## src/rtl/e3w_pkg.sv

```systemverilog
package e3w_pkg;
  parameter int DATA_W = 8;
  localparam int CNT_W = $clog2(DATA_W + 1);
  localparam int CTRL_W = CNT_W + 3;

  typedef struct packed {
    logic             waitRdy;
    logic             relLine;
    logic             rdDir;
    logic [CNT_W-1:0] count;
  } ctrlWord_t;

  typedef struct packed {
    logic sample;
    logic shift;
    logic oeSet;
    logic oeVal;
  } dpStrobe_t;

  typedef enum logic [1:0] {
    ST_IDLE,
    ST_LOW,
    ST_HIGH,
    ST_WAIT
  } shState_t;
endpackage

```

## src/rtl/e3w_ctrl.sv

```systemverilog
module e3w_ctrl
  import e3w_pkg::*;
#(
  parameter int SCK_HALF = 25
) (
  input  logic              clk,
  input  logic              rstN,
  input  logic              ctrlWe,
  input  logic [CTRL_W-1:0] ctrlWdata,
  input  logic              sdIn,
  output logic              busy,
  output logic              sck,
  output logic              doneIrq,
  output dpStrobe_t         strobe
);
  localparam int DIV_W = $clog2(SCK_HALF + 1);
  localparam logic [DIV_W-1:0] DIV_LAST = DIV_W'(SCK_HALF - 1);
  localparam logic [CNT_W-1:0] CNT_MAX = CNT_W'(DATA_W);

  shState_t         state, nextState;
  logic [DIV_W-1:0] divCnt;
  logic [CNT_W-1:0] bitsLeft;
  logic             rdQ, relQ, waitQ;
  logic             sdInPrev;
  ctrlWord_t        cmd;
  logic             start, halfEnd, lastBit, sdRise;
  logic [CNT_W-1:0] cmdCount;

  assign cmd      = ctrlWord_t'(ctrlWdata);
  assign cmdCount = (cmd.count > CNT_MAX) ? CNT_MAX : cmd.count;
  assign start    = ctrlWe && (state == ST_IDLE);
  assign halfEnd  = (divCnt == DIV_LAST);
  assign lastBit  = (bitsLeft == CNT_W'(1));
  assign sdRise   = sdIn && !sdInPrev;
  assign busy     = (state != ST_IDLE);

  always_comb begin
    nextState = state;
    strobe    = '0;
    unique case (state)
      ST_IDLE: begin
        if (start) begin
          strobe.oeSet = 1'b1;
          if (cmdCount == '0) begin
            strobe.oeVal = !cmd.relLine;
          end else begin
            strobe.oeVal = !cmd.rdDir;
            nextState    = ST_LOW;
          end
        end
      end
      ST_LOW: begin
        if (halfEnd) begin
          nextState     = ST_HIGH;
          strobe.sample = rdQ;
          if (lastBit) begin
            strobe.oeSet = 1'b1;
            strobe.oeVal = !relQ;
          end
        end
      end
      ST_HIGH: begin
        if (halfEnd) begin
          strobe.shift = !rdQ;
          if (!lastBit) nextState = ST_LOW;
          else if (waitQ && relQ) nextState = ST_WAIT;
          else nextState = ST_IDLE;
        end
      end
      ST_WAIT: begin
        if (sdRise) nextState = ST_IDLE;
      end
      default: nextState = ST_IDLE;
    endcase
  end

  always_ff @(posedge clk or negedge rstN) begin
    if (!rstN) begin
      state    <= ST_IDLE;
      divCnt   <= '0;
      bitsLeft <= '0;
      rdQ      <= 1'b0;
      relQ     <= 1'b0;
      waitQ    <= 1'b0;
      sdInPrev <= 1'b0;
      sck      <= 1'b0;
      doneIrq  <= 1'b0;
    end else begin
      state    <= nextState;
      sdInPrev <= sdIn;
      sck      <= (nextState == ST_HIGH);
      doneIrq  <= busy && (nextState == ST_IDLE);
      if ((state == ST_LOW || state == ST_HIGH) && !halfEnd) divCnt <= divCnt + DIV_W'(1);
      else divCnt <= '0;
      if (start) begin
        bitsLeft <= cmdCount;
        rdQ      <= cmd.rdDir;
        relQ     <= cmd.relLine;
        waitQ    <= cmd.waitRdy;
      end else if (state == ST_HIGH && halfEnd) begin
        bitsLeft <= bitsLeft - CNT_W'(1);
      end
    end
  end

  AST_BITS_BOUND: assert property (@(posedge clk) disable iff (!rstN)
    (state == ST_LOW || state == ST_HIGH) |-> (bitsLeft >= CNT_W'(1) && bitsLeft <= CNT_MAX));
  AST_SCK_QUIET: assert property (@(posedge clk) disable iff (!rstN)
    !busy |-> !sck);
  AST_IRQ_AFTER_BUSY: assert property (@(posedge clk) disable iff (!rstN)
    doneIrq |-> (!busy && $past(busy)));
  AST_CMD_HELD: assert property (@(posedge clk) disable iff (!rstN)
    (busy && ctrlWe) |=> ($stable(rdQ) && $stable(relQ) && $stable(waitQ)));
endmodule

```

## src/rtl/e3w_datapath.sv

```systemverilog
module e3w_datapath
  import e3w_pkg::*;
(
  input  logic              clk,
  input  logic              rstN,
  input  logic              busy,
  input  logic              dataWe,
  input  logic [DATA_W-1:0] dataWdata,
  input  dpStrobe_t         strobe,
  input  logic              sdIn,
  output logic [DATA_W-1:0] dataReg,
  output logic              sdOut,
  output logic              sdOe
);
  assign sdOut = dataReg[DATA_W-1];

  always_ff @(posedge clk or negedge rstN) begin
    if (!rstN) begin
      dataReg <= '0;
      sdOe    <= 1'b0;
    end else begin
      if (dataWe && !busy) dataReg <= dataWdata;
      else if (strobe.sample) dataReg <= {dataReg[DATA_W-2:0], sdIn};
      else if (strobe.shift) dataReg <= {dataReg[DATA_W-2:0], 1'b0};
      if (strobe.oeSet) sdOe <= strobe.oeVal;
    end
  end

  AST_LOAD_IGNORED: assert property (@(posedge clk) disable iff (!rstN)
    (dataWe && busy && !strobe.sample && !strobe.shift) |=> $stable(dataReg));
endmodule

```

## src/rtl/e3w_shifter.sv

```systemverilog
module e3w_shifter
  import e3w_pkg::*;
#(
  parameter int SCK_HALF = 25
) (
  input  logic              clk,
  input  logic              rstN,
  input  logic              ctrlWe,
  input  logic [CTRL_W-1:0] ctrlWdata,
  input  logic              dataWe,
  input  logic [DATA_W-1:0] dataWdata,
  output logic [DATA_W-1:0] dataReg,
  output logic              busy,
  output logic              doneIrq,
  output logic              sck,
  output logic              sdOut,
  output logic              sdOe,
  input  logic              sdIn
);
  dpStrobe_t strobe;

  e3w_ctrl #(.SCK_HALF(SCK_HALF)) uCtrl (
    .clk(clk), .rstN(rstN), .ctrlWe(ctrlWe), .ctrlWdata(ctrlWdata), .sdIn(sdIn),
    .busy(busy), .sck(sck), .doneIrq(doneIrq), .strobe(strobe)
  );

  e3w_datapath uData (
    .clk(clk), .rstN(rstN), .busy(busy), .dataWe(dataWe), .dataWdata(dataWdata),
    .strobe(strobe), .sdIn(sdIn), .dataReg(dataReg), .sdOut(sdOut), .sdOe(sdOe)
  );

  AST_START_BUSY: assert property (@(posedge clk) disable iff (!rstN)
    (ctrlWe && !busy && ctrlWdata[CNT_W-1:0] != '0) |=> busy);
  AST_ZERO_IDLE: assert property (@(posedge clk) disable iff (!rstN)
    (ctrlWe && !busy && ctrlWdata[CNT_W-1:0] == '0) |=> (!busy && !sck));
  AST_DATA_HOLD_HIGH: assert property (@(posedge clk) disable iff (!rstN)
    (sck && $past(sck)) |-> $stable(sdOut));
endmodule

```

## config.mk

```make
export PLATFORM = sky130hd
export DESIGN_NAME = e3w_shifter
export DESIGN_NICKNAME = d
export VERILOG_FILES = /design/src/rtl/e3w_pkg.sv /design/src/rtl/e3w_ctrl.sv /design/src/rtl/e3w_datapath.sv /design/src/rtl/e3w_shifter.sv
export SDC_FILE = /design/constraint.sdc
export NUM_CORES = 1
export LEC_CHECK = 0
export BUFFER_PORTS_ARGS = -buffer_cell sky130_fd_sc_hd__buf_2
export CORE_UTILIZATION = 57
export DETAILED_ROUTE_END_ITERATION = 7
export PLACE_DENSITY = 0.84
export SLEW_MARGIN = 25
export SYNTH_ARGS = -nofsm -noshare
export SYNTH_HDL_FRONTEND = slang
export SYNTH_SLANG_ARGS = --single-unit
```

## constraint.sdc

```tcl
create_clock -name clk -period 4.8 [get_ports clk]
set_clock_uncertainty 0.15 [all_clocks]
set_input_delay 0.96 -clock clk [delete_from_list [all_inputs] [get_ports clk]]
set_output_delay 0.96 -clock clk [all_outputs]
set_load 0.005 [all_outputs]
```

==> flow_summary.yaml <==
timing:
  whs_ns: 0.371
  min_period_ns: 2.53
  setup_tns_ns: 0
  hold_viol: 0
  post-route-period-util: 0.526
  grt_setup_unrepaired: "no"
  maxSlewViolCount: 0
  slew_headroom: 0.611
  setup_viol: 0
  max_slew.worst_pin.slew_ns: 0.584
  max_freq_mhz: 396
routing:
  drc: 0
  dr.pass1.iters: 4
  viasPerCell: 5.54
  wire_per_inst_um: 14.5
  drtIter0Drc: 15
  wirelength_mm: 2.85
  antenna_left: 0
  via_count: 1092
synth:
  ys_types: 41
  synth-seq-area-share: 0.452
  ys_top_cells_by_area: "dfrtp_1 (45%), ha_1 (7.8%), mux2i_1 (6.3%)"
  synth_seq_cells: 26
  synth_cells: 137
  syn-num-nets: 166
  ys.flop_type: "dfrtp_1"
  postSynthAreaPerCell_um2: 10.5
  synthTopCellsByCount: "dfrtp_1 (26), a21oi_1 (16), nor2_1 (13)"
  yosysTopAreaCell: "dfrtp_1"
  ys_warn_count: 0
  synth_most_common_cell: "dfrtp_1"
  synth_top_area_share: 0.452
  async_flop_share: 1.00
  synth_area_um2: 1440
  synth-edff-count: 0
die:
  core-area_um2: 2300
  fp.dieH_um: 52.3
  die_width_um: 52.3
  start_util: 0.627
  ios: 33
  die_area_um2: 2730
  rows: 17
flow_run:
  maxCapViolCount: 0
grt:
  grt_pass1_vias: 1090
  grt.overflow.total: 0
  track_usage: 0.240
  grt_max_degree: 27
  grt_pass1_wl_mm: 4.78
  antenna_found_initial: 0
place:
  io_buffers: 32
  finalWeightedCongestion: 0.795
  hpwl_mm: 2.17
  dp.cells: 193
  place_area_um2: 1610
setup_path:
  end_kind: "output pin"
  rr_startpoint: "uCtrl.state[1]"
  crit_required_ns: 3.69
  cp.arrival_ns: 1.42
  endpoint: "busy"
  criticalPathCategory: "flip-flop to output pin"
  r2r_setup_slack_ns: 2.73
  rr_worst_depth: 6
  rr_endpoint: "uData.dataReg[0]"
  critPathLaunchType: "flip-flop"
  cp-startpoint: "uCtrl.state[1]"
  path_max_fanout: 6
worst_hold_path:
  hold_path_class: "flip-flop to flip-flop"
clock_network:
  clock_latency_ns: 0.33
  post_cts_buffers: 0
  htree_num_levels: 1
  cts.sinks: 26
  numCtsBuffers: 3
  cts_root_buf: "clkbuf_4"
  cts_buffer_depth: 2
  path_clk_slew_ns: 0.13
  holdBufCountCts: 0
  cts_resized: 0
  cts_tree: "done"
finish:
  area_growth_syn_to_layout_pct: 15.3
  antenna_cells: 0
  nets: 199
  drive_gt1_frac: 0.284
  final_cells: 197
  design_area_um2: 1660
pwr:
  power_density_nw_per_um2: 581
  total_power_uw: 964
  vdd_drop_max_mv: 0.326
  power.leakage_uw: 0.000827
status:
  status: "completed"
cells in the final DEF, fill, tap and decap left out, drive strengths merged, types with 4 or more instances in the layout:
master	instances
a21oi	16
buf	32
ha	9
nand2	6
dfrtp	26
inv	9
nand3	5
nor2	13
mux2i	9
mux2	5
and3	4
flip-flops by register name, summed over array words and instances, names as in the netlist:
signal	count
uCtrl.doneIrq	1
uCtrl.state	2
uData.sdOe	1
uCtrl.rdQ	1
uCtrl.bitsLeft	4
uCtrl.sck	1
uCtrl.waitQ	1
uData.dataReg	8
uCtrl.sdInPrev	1
uCtrl.divCnt	5
uCtrl.relQ	1
power breakdown:
group | switching, µW | internal [µW]
clock | 66.2 | 84.5
sequential | 70.8 | 309
combinational | 228 | 205
logic make-up (layout without fill, tap and decap cells):
logic type | count (synthesis) | after routing | synth area share
compound gates | 29 | 29 | 0.129
fa+ha+maj | 9 | 9 | 0.0782
flops | 26 | 26 | 0.452
simple gates | 41 | 41 | 0.166
mux | 14 | 14 | 0.102
xor+xnor | 5 | 5 | 0.0304
buf+inv | 13 | 45 | 0.0426
per-layer routing:
layer | part of all wire | global-route usage | vias up
li1 | - | - | 552
met1 | 0.48 | 0.315 | 515
met2 | 0.48 | 0.402 | 20
met3 | 0.031 | 0.0348 | 5
met4 | 0.011 | 0.0833 | 0
met5 | 0 | 0 | -
area by class of cell:
cell class                 instances  area, µm²
clock buffer                       3       22.5
clock inverter                     1       30.0
fill                             177        637
inverter                           9       33.8
multi-input combinational         98        728
sequential                        26        651
tap                               28       35.0
timing repair buffer              32        160
worst min-delay path by stage:
stage,start,endpoint,slack [ns],cells after the start
after floorplan,uCtrl.divCnt[0],uCtrl.divCnt[0],0.30,1
final,uCtrl.divCnt[0],uCtrl.divCnt[0],0.37,1
after CTS,uCtrl.divCnt[0],uCtrl.divCnt[0],0.37,1
after detailed placement,uData.sdOe,uData.sdOe,0.34,1
after global routing,uCtrl.divCnt[0],uCtrl.divCnt[0],0.39,1
after global placement,uCtrl.divCnt[0],uCtrl.divCnt[0],0.33,1
per-stage QoR:
| step | worst slack [ns] | utilization |
|---|---|---|
| 2_1_floorplan | 2.45 | - |
| 3_3_place_gp | 2.30 | 0.700 |
| 3_5_place_dp | 2.28 | 0.700 |
| 4_1_cts | 2.26 | 0.723 |
| 5_1_grt | 2.17 | 0.723 |
| 6_report | 2.27 | 0.723 |
critical path: stages, from the launching register on:
cell	delay [ns]
dfrtp_1	0.45
inv_1	0.15
ha_1	0.30
inv_1	0.07
buf_2	0.13
(Power assumes the default switching activity.)
